--- src/rtl/xint_pkg.sv ---
package xint_pkg;
  localparam int GRP_LINES = 8;
  localparam int FIELD_W   = 4;
  localparam int CODE_W    = 3;
  localparam int REG_STEP  = 4;
  localparam int CTRL_BASE = 'hE00;
  localparam int FILT_BASE = 'hE80;
  localparam int MASK_BASE = 'hF00;
  localparam int PEND_BASE = 'hF40;

  typedef enum logic [CODE_W-1:0] {
    TRIG_LEVEL_LO  = 3'd0,
    TRIG_LEVEL_HI  = 3'd1,
    TRIG_EDGE_FALL = 3'd2,
    TRIG_EDGE_RISE = 3'd3,
    TRIG_EDGE_ANY  = 3'd4
  } trig_e;
endpackage

--- src/rtl/xint_sync.sv ---
module xint_sync #(
  parameter int WIDTH = 32
) (
  input  logic             clk,
  input  logic             rst_n,
  input  logic [WIDTH-1:0] raw_i,
  output logic [WIDTH-1:0] cur_o,
  output logic [WIDTH-1:0] prev_o
);
  logic [WIDTH-1:0] meta_q, cur_q, prev_q;

  always_ff @(posedge clk or negedge rst_n) begin
    if (!rst_n) begin
      meta_q <= '0;
      cur_q  <= '0;
      prev_q <= '0;
    end else begin
      meta_q <= raw_i;
      cur_q  <= meta_q;
      prev_q <= cur_q;
    end
  end

  assign cur_o  = cur_q;
  assign prev_o = prev_q;
endmodule

--- src/rtl/xint_detect.sv ---
module xint_detect
  import xint_pkg::*;
(
  input  logic [CODE_W-1:0] code_i,
  input  logic              cur_i,
  input  logic              prev_i,
  output logic              evt_o
);
  always_comb begin
    case (code_i)
      TRIG_LEVEL_LO:  evt_o = ~cur_i;
      TRIG_LEVEL_HI:  evt_o = cur_i;
      TRIG_EDGE_FALL: evt_o = prev_i & ~cur_i;
      TRIG_EDGE_RISE: evt_o = cur_i & ~prev_i;
      TRIG_EDGE_ANY:  evt_o = cur_i ^ prev_i;
      default:        evt_o = 1'b0;
    endcase
  end
endmodule

--- src/rtl/xint_regfile.sv ---
module xint_regfile
  import xint_pkg::*;
#(
  parameter int NUM_GROUPS = 4,
  parameter int ADDR_W     = 12,
  parameter int DATA_W     = 32,
  localparam int NL        = NUM_GROUPS * GRP_LINES
) (
  input  logic                 clk,
  input  logic                 rst_n,
  input  logic [ADDR_W-1:0]    bus_addr,
  input  logic                 bus_we,
  input  logic [DATA_W-1:0]    bus_wdata,
  output logic [DATA_W-1:0]    bus_rdata,
  input  logic [NL-1:0]        evt_i,
  output logic [NL*CODE_W-1:0] trig_o,
  output logic [NL-1:0]        mask_o,
  output logic [NL-1:0]        pend_o
);
  logic [NUM_GROUPS-1:0] sel_ctrl, sel_filt, sel_mask, sel_pend;

  for (genvar g = 0; g < NUM_GROUPS; g++) begin : g_dec
    assign sel_ctrl[g] = (bus_addr == ADDR_W'(CTRL_BASE + REG_STEP * g));
    assign sel_filt[g] = (bus_addr == ADDR_W'(FILT_BASE + REG_STEP * g));
    assign sel_mask[g] = (bus_addr == ADDR_W'(MASK_BASE + REG_STEP * g));
    assign sel_pend[g] = (bus_addr == ADDR_W'(PEND_BASE + REG_STEP * g));
  end

  logic [NL*CODE_W-1:0]     trig_q, trig_d;
  logic [NUM_GROUPS*DATA_W-1:0] filt_q, filt_d;
  logic [NL-1:0]            mask_q, mask_d, pend_q, pend_d;
  logic                     cfg_en;

  assign cfg_en = bus_we & (|{sel_ctrl, sel_filt, sel_mask});

  always_comb begin
    trig_d = trig_q;
    filt_d = filt_q;
    mask_d = mask_q;
    pend_d = pend_q;
    for (int g = 0; g < NUM_GROUPS; g++) begin
      if (bus_we && sel_ctrl[g]) begin
        for (int l = 0; l < GRP_LINES; l++)
          trig_d[(g*GRP_LINES+l)*CODE_W +: CODE_W] = bus_wdata[l*FIELD_W +: CODE_W];
      end
      if (bus_we && sel_filt[g]) filt_d[g*DATA_W +: DATA_W] = bus_wdata;
      if (bus_we && sel_mask[g]) mask_d[g*GRP_LINES +: GRP_LINES] = bus_wdata[GRP_LINES-1:0];
      if (bus_we && sel_pend[g])
        pend_d[g*GRP_LINES +: GRP_LINES] = pend_q[g*GRP_LINES +: GRP_LINES] & ~bus_wdata[GRP_LINES-1:0];
    end
    pend_d = pend_d | evt_i;
  end

  always_ff @(posedge clk or negedge rst_n) begin
    if (!rst_n) begin
      trig_q <= '0;
      filt_q <= '0;
      mask_q <= '1;
    end else if (cfg_en) begin
      trig_q <= trig_d;
      filt_q <= filt_d;
      mask_q <= mask_d;
    end
  end

  always_ff @(posedge clk or negedge rst_n) begin
    if (!rst_n) pend_q <= '0;
    else        pend_q <= pend_d;
  end

  always_comb begin
    bus_rdata = '0;
    for (int g = 0; g < NUM_GROUPS; g++) begin
      if (sel_ctrl[g]) begin
        for (int l = 0; l < GRP_LINES; l++)
          bus_rdata[l*FIELD_W +: CODE_W] = trig_q[(g*GRP_LINES+l)*CODE_W +: CODE_W];
      end
      if (sel_filt[g]) bus_rdata = filt_q[g*DATA_W +: DATA_W];
      if (sel_mask[g]) bus_rdata[GRP_LINES-1:0] = mask_q[g*GRP_LINES +: GRP_LINES];
      if (sel_pend[g]) bus_rdata[GRP_LINES-1:0] = pend_q[g*GRP_LINES +: GRP_LINES];
    end
  end

  assign trig_o = trig_q;
  assign mask_o = mask_q;
  assign pend_o = pend_q;
endmodule

--- src/rtl/xint_trigger_ctrl.sv ---
module xint_trigger_ctrl
  import xint_pkg::*;
#(
  parameter int NUM_GROUPS   = 4,
  parameter int DIRECT_LINES = 16,
  parameter int ADDR_W       = 12,
  parameter int DATA_W       = 32,
  localparam int NL          = NUM_GROUPS * GRP_LINES
) (
  input  logic                    clk,
  input  logic                    rst_n,
  input  logic [ADDR_W-1:0]       bus_addr,
  input  logic                    bus_we,
  input  logic [DATA_W-1:0]       bus_wdata,
  output logic [DATA_W-1:0]       bus_rdata,
  input  logic [NL-1:0]           pin_in,
  output logic [DIRECT_LINES-1:0] irq_direct,
  output logic                    irq_shared
);
  logic [NL-1:0]        pin_cur, pin_prev, line_evt, line_mask, line_pend;
  logic [NL*CODE_W-1:0] trig_codes;
  logic [NL-1:0]        line_req;

  xint_sync #(.WIDTH(NL)) u_sync (
    .clk    (clk),
    .rst_n  (rst_n),
    .raw_i  (pin_in),
    .cur_o  (pin_cur),
    .prev_o (pin_prev)
  );

  for (genvar n = 0; n < NL; n++) begin : g_line
    xint_detect u_det (
      .code_i (trig_codes[n*CODE_W +: CODE_W]),
      .cur_i  (pin_cur[n]),
      .prev_i (pin_prev[n]),
      .evt_o  (line_evt[n])
    );
  end

  xint_regfile #(
    .NUM_GROUPS (NUM_GROUPS),
    .ADDR_W     (ADDR_W),
    .DATA_W     (DATA_W)
  ) u_regs (
    .clk       (clk),
    .rst_n     (rst_n),
    .bus_addr  (bus_addr),
    .bus_we    (bus_we),
    .bus_wdata (bus_wdata),
    .bus_rdata (bus_rdata),
    .evt_i     (line_evt),
    .trig_o    (trig_codes),
    .mask_o    (line_mask),
    .pend_o    (line_pend)
  );

  assign line_req   = line_pend & ~line_mask;
  assign irq_direct = line_req[DIRECT_LINES-1:0];
  assign irq_shared = |line_req[NL-1:DIRECT_LINES];
endmodule

--- config.mk ---
export PLATFORM = sky130hd
export DESIGN_NAME = xint_trigger_ctrl
export DESIGN_NICKNAME = d
export VERILOG_FILES = /design/src/rtl/xint_pkg.sv /design/src/rtl/xint_sync.sv /design/src/rtl/xint_detect.sv /design/src/rtl/xint_regfile.sv /design/src/rtl/xint_trigger_ctrl.sv
export SDC_FILE = /design/constraint.sdc
export NUM_CORES = 1
export LEC_CHECK = 0
export ABC_AREA = 1
export ABC_CLOCK_PERIOD_IN_PS = 5350
export CAP_MARGIN = 20
export CORE_ASPECT_RATIO = 1.75
export CORE_MARGIN = 1
export CORE_UTILIZATION = 30
export DETAILED_ROUTE_END_ITERATION = 16
export DONT_BUFFER_PORTS = 1
export GPL_TIMING_DRIVEN = 0
export MAX_ROUTING_LAYER = met4
export PLACE_DENSITY = 0.44
export SLEW_MARGIN = 20
export SYNTH_ARGS = -nofsm -noshare
export SYNTH_HDL_FRONTEND = slang
export SYNTH_SLANG_ARGS = --single-unit
--- constraint.sdc ---
create_clock -name clk -period 5.35 [get_ports clk]
set_input_delay 0.8025 -clock clk [delete_from_list [all_inputs] [get_ports clk]]
set_output_delay 0.8025 -clock clk [all_outputs]
set_load 0.01 [all_outputs]
# Word-level counts from Yosys, hierarchy flattened
# Cells that the tools add are included.
[word_totals]
memories = 0
latch_bits = 0
register_bits = 384
out_inout_bits = 49
romBits = 0
ramBits = 0
[classes]
n_lt_le_gt_ge = 0
bitwise_logic = 169
mul = 0
reduce_logical = 62
n_mux = 80
n_div = 0
addsub = 0
n_eq_ne = 144
shift = 0
[op_table]
columns = ["op", "n"]
rows = [
  ["$eq A12 B12 Y1 const B", 16],
  ["$eq A3 B2 Y1 const B", 64],
  ["$pmux W1 S5", 32],
  ["$mux W32", 4],
  ["$eq A3 B1 Y1 const B", 32],
  ["$eq A3 B3 Y1 const B", 32],
  ["$logic_not A3 Y1", 32],
  ["$mux W3", 32],
  ["$mux W8", 12],
  ["$and A1 B1 Y1", 65],
  ["$not A1 Y1", 64],
  ["$and A32 B32 Y32", 1],
  ["$and A8 B8 Y8", 4],
  ["$not A32 Y32", 1],
  ["$or A32 B32 Y32", 1],
  ["$xor A1 B1 Y1", 32],
  ["$reduce_and A2 Y1", 12],
  ["$logic_and A1 B1 Y1", 16],
  ["$reduce_or A16 Y1", 1],
  ["$reduce_or A12 Y1", 1],
  ["$not A8 Y8", 1],
]

# Logic depth before layout (Yosys ltp)
[depth]
depth_word = 17
depth_mapped = 17

# Cells and area by module
# A second synthesis with hierarchy kept.
[hier_totals]
cells_unflattened = 2368
hier_area_um2 = 18798.0
[by_module_without_submodules]
columns = ["module", "cells_per_inst", "instances", "seq_area_each_um2", "area_each_um2"]
rows = [
  ["xint_regfile", 1549, 1, 7247.0, 12998.7],
  ["xint_detect", 20, 32, 0.0, 96.3],
  ["xint_sync", 96, 1, 2402.3, 2402.3],
  ["xint_trigger_ctrl", 83, 1, 0.0, 314.1],
]

# Worst setup path before layout
# Ideal clock, no wire load.
[synth_timing]
path_kind = "input port to output port"
start = "input port bus_addr[5]"
end = "output port bus_rdata[0]"
path_buffers = 0
arrival_ns = 2.174
required_time_ns = 4.548
path_stages = 15
slack_ns = 2.374
path_cell_list = "nor2_1 nand2_1 nor2_2 nand2_1 nor2_2 inv_1 nand2_1 a21oi_1 nand2_1 nand2_1 nand3_1 nand2_1 nand2_1 nand2_1 a21oi_1"
[synth_between]
elab_chain_len = 17
elab_cells_between_ends = 32
cone_classes = "eq/ne: 16; mux: 16"
[synth_rtl]
columns = ["element", "line_no", "rtl"]
rows = [
  ["start: declaration", "xint_trigger_ctrl.sv:12", "input logic [ADDR_W-1:0] bus_addr,"],
  ["$eq A12 B12 Y1", "xint_regfile.sv:23", "assign sel_ctrl[g] = (bus_addr == ADDR_W'(CTRL_BASE + REG_STEP * g));"],
  ["$mux W3", "xint_regfile.sv:74", "if (sel_ctrl[g]) begin"],
  ["$mux W32", "xint_regfile.sv:78", "if (sel_filt[g]) bus_rdata = filt_q[g*DATA_W +: DATA_W];"],
  ["$mux W8", "xint_regfile.sv:79", "if (sel_mask[g]) bus_rdata[GRP_LINES-1:0] = mask_q[g*GRP_LINES +: GRP_LINES];"],
  ["$mux W8", "xint_regfile.sv:80", "if (sel_pend[g]) bus_rdata[GRP_LINES-1:0] = pend_q[g*GRP_LINES +: GRP_LINES];"],
  ["$mux W3", "xint_regfile.sv:74", ""],
  ["$mux W32", "xint_regfile.sv:78", ""],
  ["$mux W8", "xint_regfile.sv:79", ""],
  ["$mux W8", "xint_regfile.sv:80", ""],
  ["$mux W3", "xint_regfile.sv:74", ""],
  ["$mux W32", "xint_regfile.sv:78", ""],
  ["$mux W8", "xint_regfile.sv:79", ""],
  ["$mux W8", "xint_regfile.sv:80", ""],
  ["$mux W3", "xint_regfile.sv:74", ""],
  ["$mux W32", "xint_regfile.sv:78", ""],
  ["$mux W8", "xint_regfile.sv:79", ""],
  ["$mux W8 *", "xint_regfile.sv:80", ""],
  ["end: declaration", "xint_trigger_ctrl.sv:15", "output logic [DATA_W-1:0] bus_rdata,"],
]
# Mark *: on every way between the ends. The rest lies on a longest branch, timed or not.

# Final worst setup path
[layout_timing]
start = "input port bus_addr[5]"
end = "output port bus_rdata[9]"
[layout_between]
elab_chain_len = 9
elab_cells_between_ends = 16
cone_classes = "eq/ne: 8; mux: 8"
[layout_rtl]
columns = ["element", "line_no"]
rows = [
  ["$eq A12 B12 Y1", "xint_regfile.sv:23"],
  ["$mux W3", "xint_regfile.sv:74"],
  ["$mux W32", "xint_regfile.sv:78"],
  ["$mux W3", "xint_regfile.sv:74"],
  ["$mux W32", "xint_regfile.sv:78"],
  ["$mux W3", "xint_regfile.sv:74"],
  ["$mux W32", "xint_regfile.sv:78"],
  ["$mux W3", "xint_regfile.sv:74"],
  ["$mux W32 *", "xint_regfile.sv:78"],
]
# Marks and branches as above.

==> impl_metrics.yaml <==
status:
  outcome: "complete, but fails checks"
  violations: "hold timing"
place:
  placedCellCount: 2803
  pre_cts_slack_ns: 1.46
  dp_hpwl_um: 48100
  portBuffers: 0
  gp_congestion: 0.902
logic_synthesis:
  netlist_instances: 2023
  postSynthAreaPerCell_um2: 8.85
  ys_warn_count: 0
  netlist_area_um2: 17900
  synth_edf_count: 0
  synth_cell_type_count: 42
  synth_async_sr_flop_share_pct: 100
  yosys_register_bits: 384
  synth-main-ff-cell: "dfrtp_1"
  synth_nets: 2166
  seq_area_frac_synth_pct: 53.9
floorplan:
  rows: 118
  fp.dieW_um: 187
  core-area_um2: 59100
  die-area_um2: 60700
  die-height_um: 325
  start_util_pct: 30.3
  io_pins: 128
pwr:
  power.total_mw: 6.29
  leakagePower_nw: 9.21
  vdd_drop_max_mv: 0.219
  power.density_nw_per_um2: 309
clock_tree:
  tritoncts: "done"
  clkSinkCount: 384
  cts_max_level: 2
  clk_pin_slew_worst_paths_ns: 0.06
  post_cts_buffers: 0
  cts-resized-gates: 0
  clock_path_buffers: 3
  root_buffer: "clkbuf_16"
  clk_latency_ns: 0.57
  cts-buffers-inserted: 42
grt:
  grt_max_degree: 385
  antenna_found_initial: 4
  grtUsageTotal_pct: 22.2
  overflow: 0
  grt_pass1_vias: 15100
  grt_pass1_wl_um: 96500
final_layout:
  drive_gt1_share_pct: 8.80
  syn_to_final_growth_pct: 13.8
  finalNetCount: 2211
  finalNonFillerCells: 2886
route:
  vias: 14600
  dr.pass1.iters: 5
  ant_nets: 0
  met1_length_um: 24100
  first_iter_violations: 1061
  drc_errors: 0
  met3_length_um: 3050
  routed.top_layer: "met4"
  via_per_inst: 5.06
  avgRoutedWirePerCell_um: 22.7
  routed_wl_um: 65400
  wl_met2_um: 34700
timing:
  drv_slew: 0
  fmax_mhz: 257
  rsz0062_at_grt: "false"
  setup_viol: 0
  finalWorstSetupSlack_ns: 1.45
  fin_crit_ns: 3.90
  finalSetupTns_ns: 0
  slew_headroom_pct: 5.98
  finalCritPeriodShare_pct: 72.8
  worstMarginPinSlew_ns: 1.41
  finClkSkew_ns: 0.0241
  holdWs_ns: -0.0417
  final-hold-violation-count: 8
setup_path:
  arrival_ns: 3.09
  critPathKind: "in2out"
  r2r_cells: 4
  crit_fanout: 10
  cp-start-kind: "primary input"
  required_ns: 4.55
  r2r_slack_ns: 4.04
  end_kind: "output port"
  reg2reg_from: "u_sync.cur_o[11]$_DFF_PN0_"
  reg2reg_to: "u_regs.pend_o[11]$_DFF_PN0_"
worst_hold_path:
  hold_class: "in2async"
flow_run:
  max-cap-violations: 0
-- flip-flops by register name (all words and copies together), names as in the netlist --
name	flops
u_sync.prev_o	32
u_regs.pend_o	32
u_regs.trig_o	96
u_regs.mask_o	32
u_sync.meta_q	32
u_sync.cur_o	32
u_regs.filt_q	128
-- Yosys cell counts (all sizes together) (2+ instances only) --
library cell | n | area [um^2]
nor2 | 97 | 453
dfrtp | 352 | 8810
nand2 | 489 | 1860
nand4 | 22 | 138
dfstp | 32 | 841
o21ai | 368 | 1860
nand3 | 48 | 255
ha | 64 | 801
a211oi | 2 | 15.0
inv | 248 | 936
buf | 29 | 174
xor2 | 16 | 140
a22o | 2 | 17.5
o211ai | 63 | 473
a31oi | 5 | 31.3
a21oi | 54 | 270
nor3 | 6 | 73.8
a2111oi | 2 | 17.5
o221ai | 18 | 158
a221oi | 23 | 201
o22ai | 21 | 131
clkbuf | 57 | 215
-- worst max path at each step --
stage	depth (start not counted)	startpoint	end	slack [ns]
floorplan	15	bus_addr[5]	bus_rdata[0]	2.37
global placement	9	bus_addr[6]	bus_rdata[30]	1.50
detailed placement	12	bus_addr[5]	bus_rdata[30]	1.46
CTS	12	bus_addr[5]	bus_rdata[30]	1.46
global route	12	bus_addr[5]	bus_rdata[9]	1.27
finish	12	bus_addr[5]	bus_rdata[9]	1.45
-- cell type report --
class,instances,area (um^2)
fillers,6327,38700
flip-flops and latches,384,9650
multi-input cells,1305,6930
clock buffers,64,1310
well taps,780,976
inverters,248,936
plain buffers,86,389
clock inverters,14,154
repair buffers,1,27.5
diodes,4,10.0
-- critical path: stages --
cell	delay [ns]
nor2_1	0.15
nand3_1	0.29
nor2_1	0.28
nand2_1	0.17
clkbuf_2	0.23
o21ai_0	0.21
o211ai_1	0.13
o211ai_1	0.15
o211ai_1	0.21
nand2_1	0.19
o211ai_1	0.12
nand2_1	0.17
-- placed cells by master, fill, tap and decap left out, types with 4 or more instances in the layout --
| cell | n |
|---|---|
| dfstp_2 | 32 |
| o211ai_1 | 63 |
| o21ai_0 | 313 |
| clkbuf_16 | 45 |
| nand2_1 | 481 |
| a31oi_1 | 5 |
| o21ai_1 | 51 |
| inv_1 | 228 |
| o21ai_2 | 4 |
| a21oi_1 | 54 |
| clkbuf_1 | 64 |
| nor2_4 | 4 |
| nor2_2 | 4 |
| clkbuf_8 | 11 |
| buf_2 | 22 |
| clkinv_2 | 9 |
| nand4_1 | 22 |
| o221ai_1 | 18 |
| inv_2 | 18 |
| ha_1 | 64 |
| nor2_1 | 86 |
| a221oi_1 | 23 |
| buf_6 | 4 |
| nand2_2 | 8 |
| diode_2 | 4 |
| nand3_1 | 45 |
| xor2_1 | 16 |
| o22ai_1 | 21 |
| dfrtp_1 | 352 |
-- stage by stage --
step	hold WS, ns	instance area (um^2)	utilization (%)
final	-0.0417	20400	34.5
after global routing	-0.0764	20400	34.5
after detailed placement	0.335	18900	32.0
after global placement	0.332	18900	32.0
after CTS	-0.107	20300	34.4
after floorplan	0.331	17900	-
-- power breakdown --
| group | leakage, nW | total [mW] | internal, mW | switching (mW) |
|---|---|---|---|---|
| clock | 0.727 | 3.13 | 1.84 | 1.30 |
| combinational | 3.63 | 0.177 | 0.0431 | 0.134 |
| sequential | 4.86 | 2.98 | 2.95 | 0.0328 |
| total | 9.21 | 6.29 | 4.83 | 1.46 |
-- logic make-up after synthesis --
group	share of synthesized area (%)
xor+xnor	0.783
buf+inv	7.40
compound gates	17.8
simple gates	15.6
flops	53.9
fa+ha+maj	4.47
-- metal layers --
layer / up-vias / GRT usage, %
li1: 6813 / -
met1: 7252 / 23.1
met2: 410 / 40.2
met3: 142 / 3.41
met4: 0 / 11.2
met5: - / -
No activity file was read; power rests on OpenSTA's default activity.
